==> src/rtl/pipe_pkg.sv <==
package pipe_pkg;
  // Per-stage strobes handed from control to datapath.
  typedef struct packed {
    logic shift;     // stage loads from its left neighbour this cycle
    logic srcValid;  // the word it would load is a real word
  } stageCtl_t;
endpackage

==> src/rtl/pipe_ctl.sv <==
module pipe_ctl
  import pipe_pkg::*;
#(
  parameter int STAGES = 16
) (
  input  logic                     clk,
  input  logic                     rst,
  input  logic                     inValid,
  input  logic                     outReady,
  output logic                     inReady,
  output logic                     outValid,
  output stageCtl_t [STAGES-1:0]   ctl
);
  localparam int CNT_W = $clog2(STAGES + 1);

  logic [STAGES-1:0] validQ;
  // holeAt[i]: consumer ready, or some stage at index >= i is empty
  logic [STAGES:0]   holeAt;

  assign holeAt[STAGES] = outReady;

  for (genvar i = 0; i < STAGES; i++) begin : g_stage
    logic srcV;
    if (i == 0) begin : g_head
      assign srcV = inValid;
    end else begin : g_body
      assign srcV = validQ[i-1];
    end

    assign holeAt[i]       = ~validQ[i] | holeAt[i+1];
    assign ctl[i].shift    = holeAt[i];
    assign ctl[i].srcValid = srcV;

    always_ff @(posedge clk) begin
      if (rst) begin
        validQ[i] <= 1'b0;
      end else if (holeAt[i]) begin
        validQ[i] <= srcV;
      end
    end
  end

  assign inReady  = holeAt[0];
  assign outValid = validQ[STAGES-1];

  logic [CNT_W-1:0] fillCnt;
  assign fillCnt = CNT_W'($countones(validQ));

  // reset empties the chain
  p_reset_clear_r1: assert property (@(posedge clk)
    rst |=> (validQ == '0));

  // occupancy changes only by accepted and delivered words
  p_conserve_r2: assert property (@(posedge clk) disable iff (rst)
    1'b1 |=> ($countones(validQ) ==
              $countones($past(validQ)) + int'($past(inValid && inReady))
              - int'($past(outValid && outReady))));

  // a chain with room always accepts
  p_room_accepts_r6: assert property (@(posedge clk) disable iff (rst)
    (int'(fillCnt) < STAGES) |-> inReady);
endmodule

==> src/rtl/pipe_dp.sv <==
module pipe_dp
  import pipe_pkg::*;
#(
  parameter int STAGES = 16,
  parameter int DATA_W = 200
) (
  input  logic                     clk,
  input  stageCtl_t [STAGES-1:0]   ctl,
  input  logic [DATA_W-1:0]        inData,
  output logic [DATA_W-1:0]        outData
);
  logic [DATA_W-1:0] stageQ [STAGES];

  for (genvar i = 0; i < STAGES; i++) begin : g_stage
    logic [DATA_W-1:0] srcD;
    if (i == 0) begin : g_head
      assign srcD = inData;
    end else begin : g_body
      assign srcD = stageQ[i-1];
    end

    // Data registers carry no reset; they load only real words.
    always_ff @(posedge clk) begin
      if (ctl[i].shift && ctl[i].srcValid) begin
        stageQ[i] <= srcD;
      end
    end
  end

  assign outData = stageQ[STAGES-1];
endmodule

==> src/rtl/bubble_squeeze_pipe.sv <==
module bubble_squeeze_pipe
  import pipe_pkg::*;
#(
  parameter int STAGES = 16,
  parameter int DATA_W = 200
) (
  input  logic              clk,
  input  logic              rst,
  input  logic              inValid,
  input  logic [DATA_W-1:0] inData,
  output logic              inReady,
  output logic              outValid,
  output logic [DATA_W-1:0] outData,
  input  logic              outReady
);
  stageCtl_t [STAGES-1:0] ctl;

  pipe_ctl #(.STAGES(STAGES)) u_ctl (
    .clk      (clk),
    .rst      (rst),
    .inValid  (inValid),
    .outReady (outReady),
    .inReady  (inReady),
    .outValid (outValid),
    .ctl      (ctl)
  );

  pipe_dp #(.STAGES(STAGES), .DATA_W(DATA_W)) u_dp (
    .clk     (clk),
    .ctl     (ctl),
    .inData  (inData),
    .outData (outData)
  );

  // a refused word stays put
  p_hold_r4: assert property (@(posedge clk) disable iff (rst)
    (outValid && !outReady) |=> (outValid && $stable(outData)));
endmodule

==> config.mk <==
export PLATFORM = sky130hd
export DESIGN_NAME = bubble_squeeze_pipe
export DESIGN_NICKNAME = d
export VERILOG_FILES = /design/src/rtl/pipe_pkg.sv /design/src/rtl/pipe_ctl.sv /design/src/rtl/pipe_dp.sv /design/src/rtl/bubble_squeeze_pipe.sv
export SDC_FILE = /design/constraint.sdc
export NUM_CORES = 2
export LEC_CHECK = 0
export CAP_MARGIN = 10
export CORE_ASPECT_RATIO = 0.6
export CORE_MARGIN = 2
export CORE_UTILIZATION = 60
export DETAILED_ROUTE_END_ITERATION = 6
export MAX_ROUTING_LAYER = met4
export PLACE_DENSITY = 0.79
export SYNTH_ARGS = -nofsm -noshare
export SYNTH_HDL_FRONTEND = slang
export SYNTH_SLANG_ARGS = --single-unit
==> constraint.sdc <==
create_clock -name clk -period 30.7 [get_ports clk]
set_input_delay 3.07 -clock clk [delete_from_list [all_inputs] [get_ports clk]]
set_output_delay 3.07 -clock clk [all_outputs]
set_load 0.05 [all_outputs]
Yosys cells after proc, flatten, opt, wreduce, memory -nomap -nowiden
Memories as Yosys holds them, arrays and structs flattened.
Index checks and enable logic that the tools add are counted.

word-level totals
  register bits = 16
  RAM bits = 3200
  bits of input ports = 204
  memories kept = 1

cells by class
  multiplexer cells = 32
  bitwise logic cells = 32
  reduce and logical (&&, ||, !) cells = 16

memory list
  memory       depth  width  rd ports  clocked after memory_dff  write ports  line           text
  u_dp.stageQ  16     200    16        0                         16           pipe_dp.sv:12  logic [DATA_W-1:0] stageQ [STAGES];

operator list
  operator           number
  $mux 1             32
  $logic_and 1x1->1  16
  $not 1->1          16
  $or 1x1->1         16

Depth between registers and ports, before layout
  depth in word-level cells = 20
  gate-level depth with buffers = 4
  gate-level depth less buffers = 3

Modules after synthesis
Synthesis repeated with hierarchy kept, for this count alone.

second synthesis, totals
  cells, all modules = 3315
  area, all modules = 96999.3 um^2

modules (own cells, without submodules)
  module    times used  cells an instance  area an instance (um^2)  sequential area each (um^2)
  pipe_dp   1           3216               96192.3                  96092.2
  pipe_ctl  1           99                 807.0                    320.3

Worst setup path before layout
No wires, ideal clock.

  path kind = input to register
  from = input outReady
  to = memory u_dp.stageQ[10][0] (netlist: u_dp.stageQ[1][400]), enable pin
  library setup time = 1.066 ns
  arrival time = 17.979 ns
  required time = 29.634 ns
  setup slack = 11.655 ns
  cell stages on the path = 4
  buffers on the path = 1
  cells stage by stage = and3b_1 > clkbuf_1 > and2_1 > a21boi_0

RTL lines
  item             line                       text
  start, declared  bubble_squeeze_pipe.sv:14  input logic outReady
  end, declared    pipe_dp.sv:12

Worst setup path after layout
  from = input outReady
  to = output inReady

on the way
  word-level cells in the longest chain between the ends = 16

ends and longest elaborated chain
  item                      line                       text
  $or 1x1->1 (16 in a row)  pipe_ctl.sv:30             assign holeAt[i] = ~validQ[i] | holeAt[i+1];
  end, declared             bubble_squeeze_pipe.sv:11  output logic inReady,

No other way between the ends.

==> reports/metrics.csv <==
metric,value,unit
grt_start_max_net_pins,174,
syn_to_final_growth,16.1,%
cts-resized-gates,0,
fin_crit,8.21,ns
post-place-cells,5876,
yosysUniqueCellTypes,29,
hold_path_class,reg -> reg,
nets,4218,
pwr_density_cell,72.6,mW/mm^2
drive_gt1_share,9.80,%
vias,33857,
hold_buffers,0,
fin_util,70.0,%
drc_errors,0,
rows,114,
portBuffers,405,
design_area,0.112,mm^2
drt_iter0_drc,3700,
ys_warn_count,0,
crit_arrival,5.14,ns
rsz0062_at_grt,no,
layout_common_cells,"edfxtp_1 (3200), clkdlybuf4s50_1 (405), clkbuf_16 (289)",
syn-num-nets,3490,
worstSetupStartpointType,input port,
crit_top_cell,clkdlybuf4s50_1,
post_cts_buffers,0,
fillers,8805,
place_congestion,0.914,
ios,406,
die_area,0.165,mm^2
clkLatencyLatePin,0.92,ns
avgSynthCellArea,29.5,um^2
place_hpwl,88100,um
cts-root-buf,clkbuf_16,
final_common_cell,edfxtp_1,
final-max-slew-violation-count,0,
clkTransAtPathRegs,0.07,ns
synth_area,0.0968,mm^2
critPathMaxStageDelay,0.73,ns
fin_cells,6352,
ctsLongestPathBuffers,4,
grt_pass1_vias,34870,
cts_made_buffers,281,
ys_seq_elements,3216,
cp.required,27.63,ns
grt_use_total,21.6,%
initial_utilization,60.3,%
final-setup-viol-count,0,
avgRoutedWirePerCell,26.5,um
cts_tree,yes,
critPathKind,in -> out,
tightest_slew,1.18,ns
grt_pass1_wl,246000,um
clkSinkCount,3216,
hold_viol,0,
design.core.area,0.161,mm^2
p_leak,0.0352,uW
htree_levels,5,
fmax,0.122,GHz
ir_worst_vdd,67.0,uV
fp.dieH,315,um
antenna_found_initial,13,
worstPathMaxFanout,4,
status,completed,
syn_inst,3286,
cap_violations,0,
cp-end-kind,primary output,
wl,168000,um
ant_nets,0,
first_pass_iters,5,
slew_headroom,21.5,%
holdWs,0.392,ns
seq_area_frac_synth,99.6,%
fin_tns_setup,0,ns
overflow,0,
seq_area,0.0964,mm^2
path_cells,clkdlybuf4s50_1 -> nand4b_1 -> nor4_1 -> nand2_1 -> clkdlybuf4s50_1,
multi_input_area,541,um^2
die_width,523,um
period_share,26.8,%
vias_per_cell,5.33,
fin_skew,0.0507,ns
placed_area,0.104,mm^2
cp_slowest_cell,clkdlybuf4s50_1,
final timing paths:
| kind | cells after the start | endpoint | slack (ns) | startpoint |
|---|---|---|---|---|
| worst max-delay path | 5 | inReady | 22.49 | outReady |
| worst min-delay path | 0 | u_dp.stageQ[1][312]$_DFFE_PP_ | 0.39 | u_dp.stageQ[1][112]$_DFFE_PP_ |
| worst min register to register | 0 | u_dp.stageQ[1][312]$_DFFE_PP_ | 0.39 | u_dp.stageQ[1][112]$_DFFE_PP_ |
| worst max register to register | 7 | u_dp.stageQ[0][199]$_DFFE_PP_ | 26.74 | u_ctl.g_stage[14].srcV$_SDFFE_PP0P_ |
layout make-up:
class,count,share of cell area (%)
Clock buffer,346,6.65
Sequential cell,3216,85.7
Clock inverter,127,0.780
Inverter,6,0.0200
Multi-Input combinational cell,60,0.481
Antenna cell,2,0.00445
Tap cell,2146,2.39
Timing Repair Buffer,449,3.95
report_power, final:
group,internal (uW),leakage (uW),total (uW),switching (uW)
clock,1820,0.00405,3300,1480
sequential,4810,0.0292,4820,12.2
combinational,24.2,0.00198,54.6,30.4
total,6650,0.0352,8170,1520
routing by layer:
metal,up-vias,routed length [um],GRT usage (%)
met5,-,0,-
met4,0,4640,6.84
met3,299,10800,3.59
met2,1293,84100,33.7
met1,17360,68600,30.0
li1,14905,-,-
state kept, by name, summed over array words and instances (netlist names):
register,flops
u_dp.stageQ,3200
u_ctl.outValid,1
u_ctl.g_stage.srcV,15
per-stage QoR:
step	total power [uW]	setup slack, ns
after floorplan	4930	11.66
after global placement	4960	22.45
after detailed placement	4970	22.54
after CTS	8240	22.51
after global routing	8390	22.46
final	8170	22.49
critical path, delay by kind of cell:
| kind | cells | cell delay, ns |
|---|---|---|
| buf+inv | 2 | 1.23 |
| simple gates | 3 | 0.85 |
synth_stat cells, drive strengths merged:
cell type  number  share of area, %
a41oi           1            0.0090
nand2b          3             0.019
nor2            8             0.031
a31oi           3             0.019
nand4           3             0.019
and4b           1             0.010
buf             1            0.0078
nand4b          2             0.018
and2            2             0.013
clkbuf          3             0.012
nand3           4             0.021
o21ba           1             0.010
o22ai           1            0.0065
o32ai           1            0.0090
or4             1             0.012
nor2b           3             0.019
edfxtp       3200                99
nand2           2            0.0078
o21a            5             0.039
a21boi          4             0.031
and3            1            0.0065
inv             6             0.023
nor4            1            0.0065
and4            1            0.0090
o31ai           3             0.037
dfxtp          16              0.33
and3b           1            0.0090
a21oi           8             0.041
logic make-up (layout without fill, tap and decap cells):
group	Yosys count	in the layout	share of synthesized area [%]
AND/OR/NAND/NOR	33	33	0.202
flip-flops	3216	3216	99.6
AO/OA/AOI/OAI	27	27	0.203
other	0	2	0
buffers and inverters	10	928	0.0426
(Power assumes the default switching activity.)
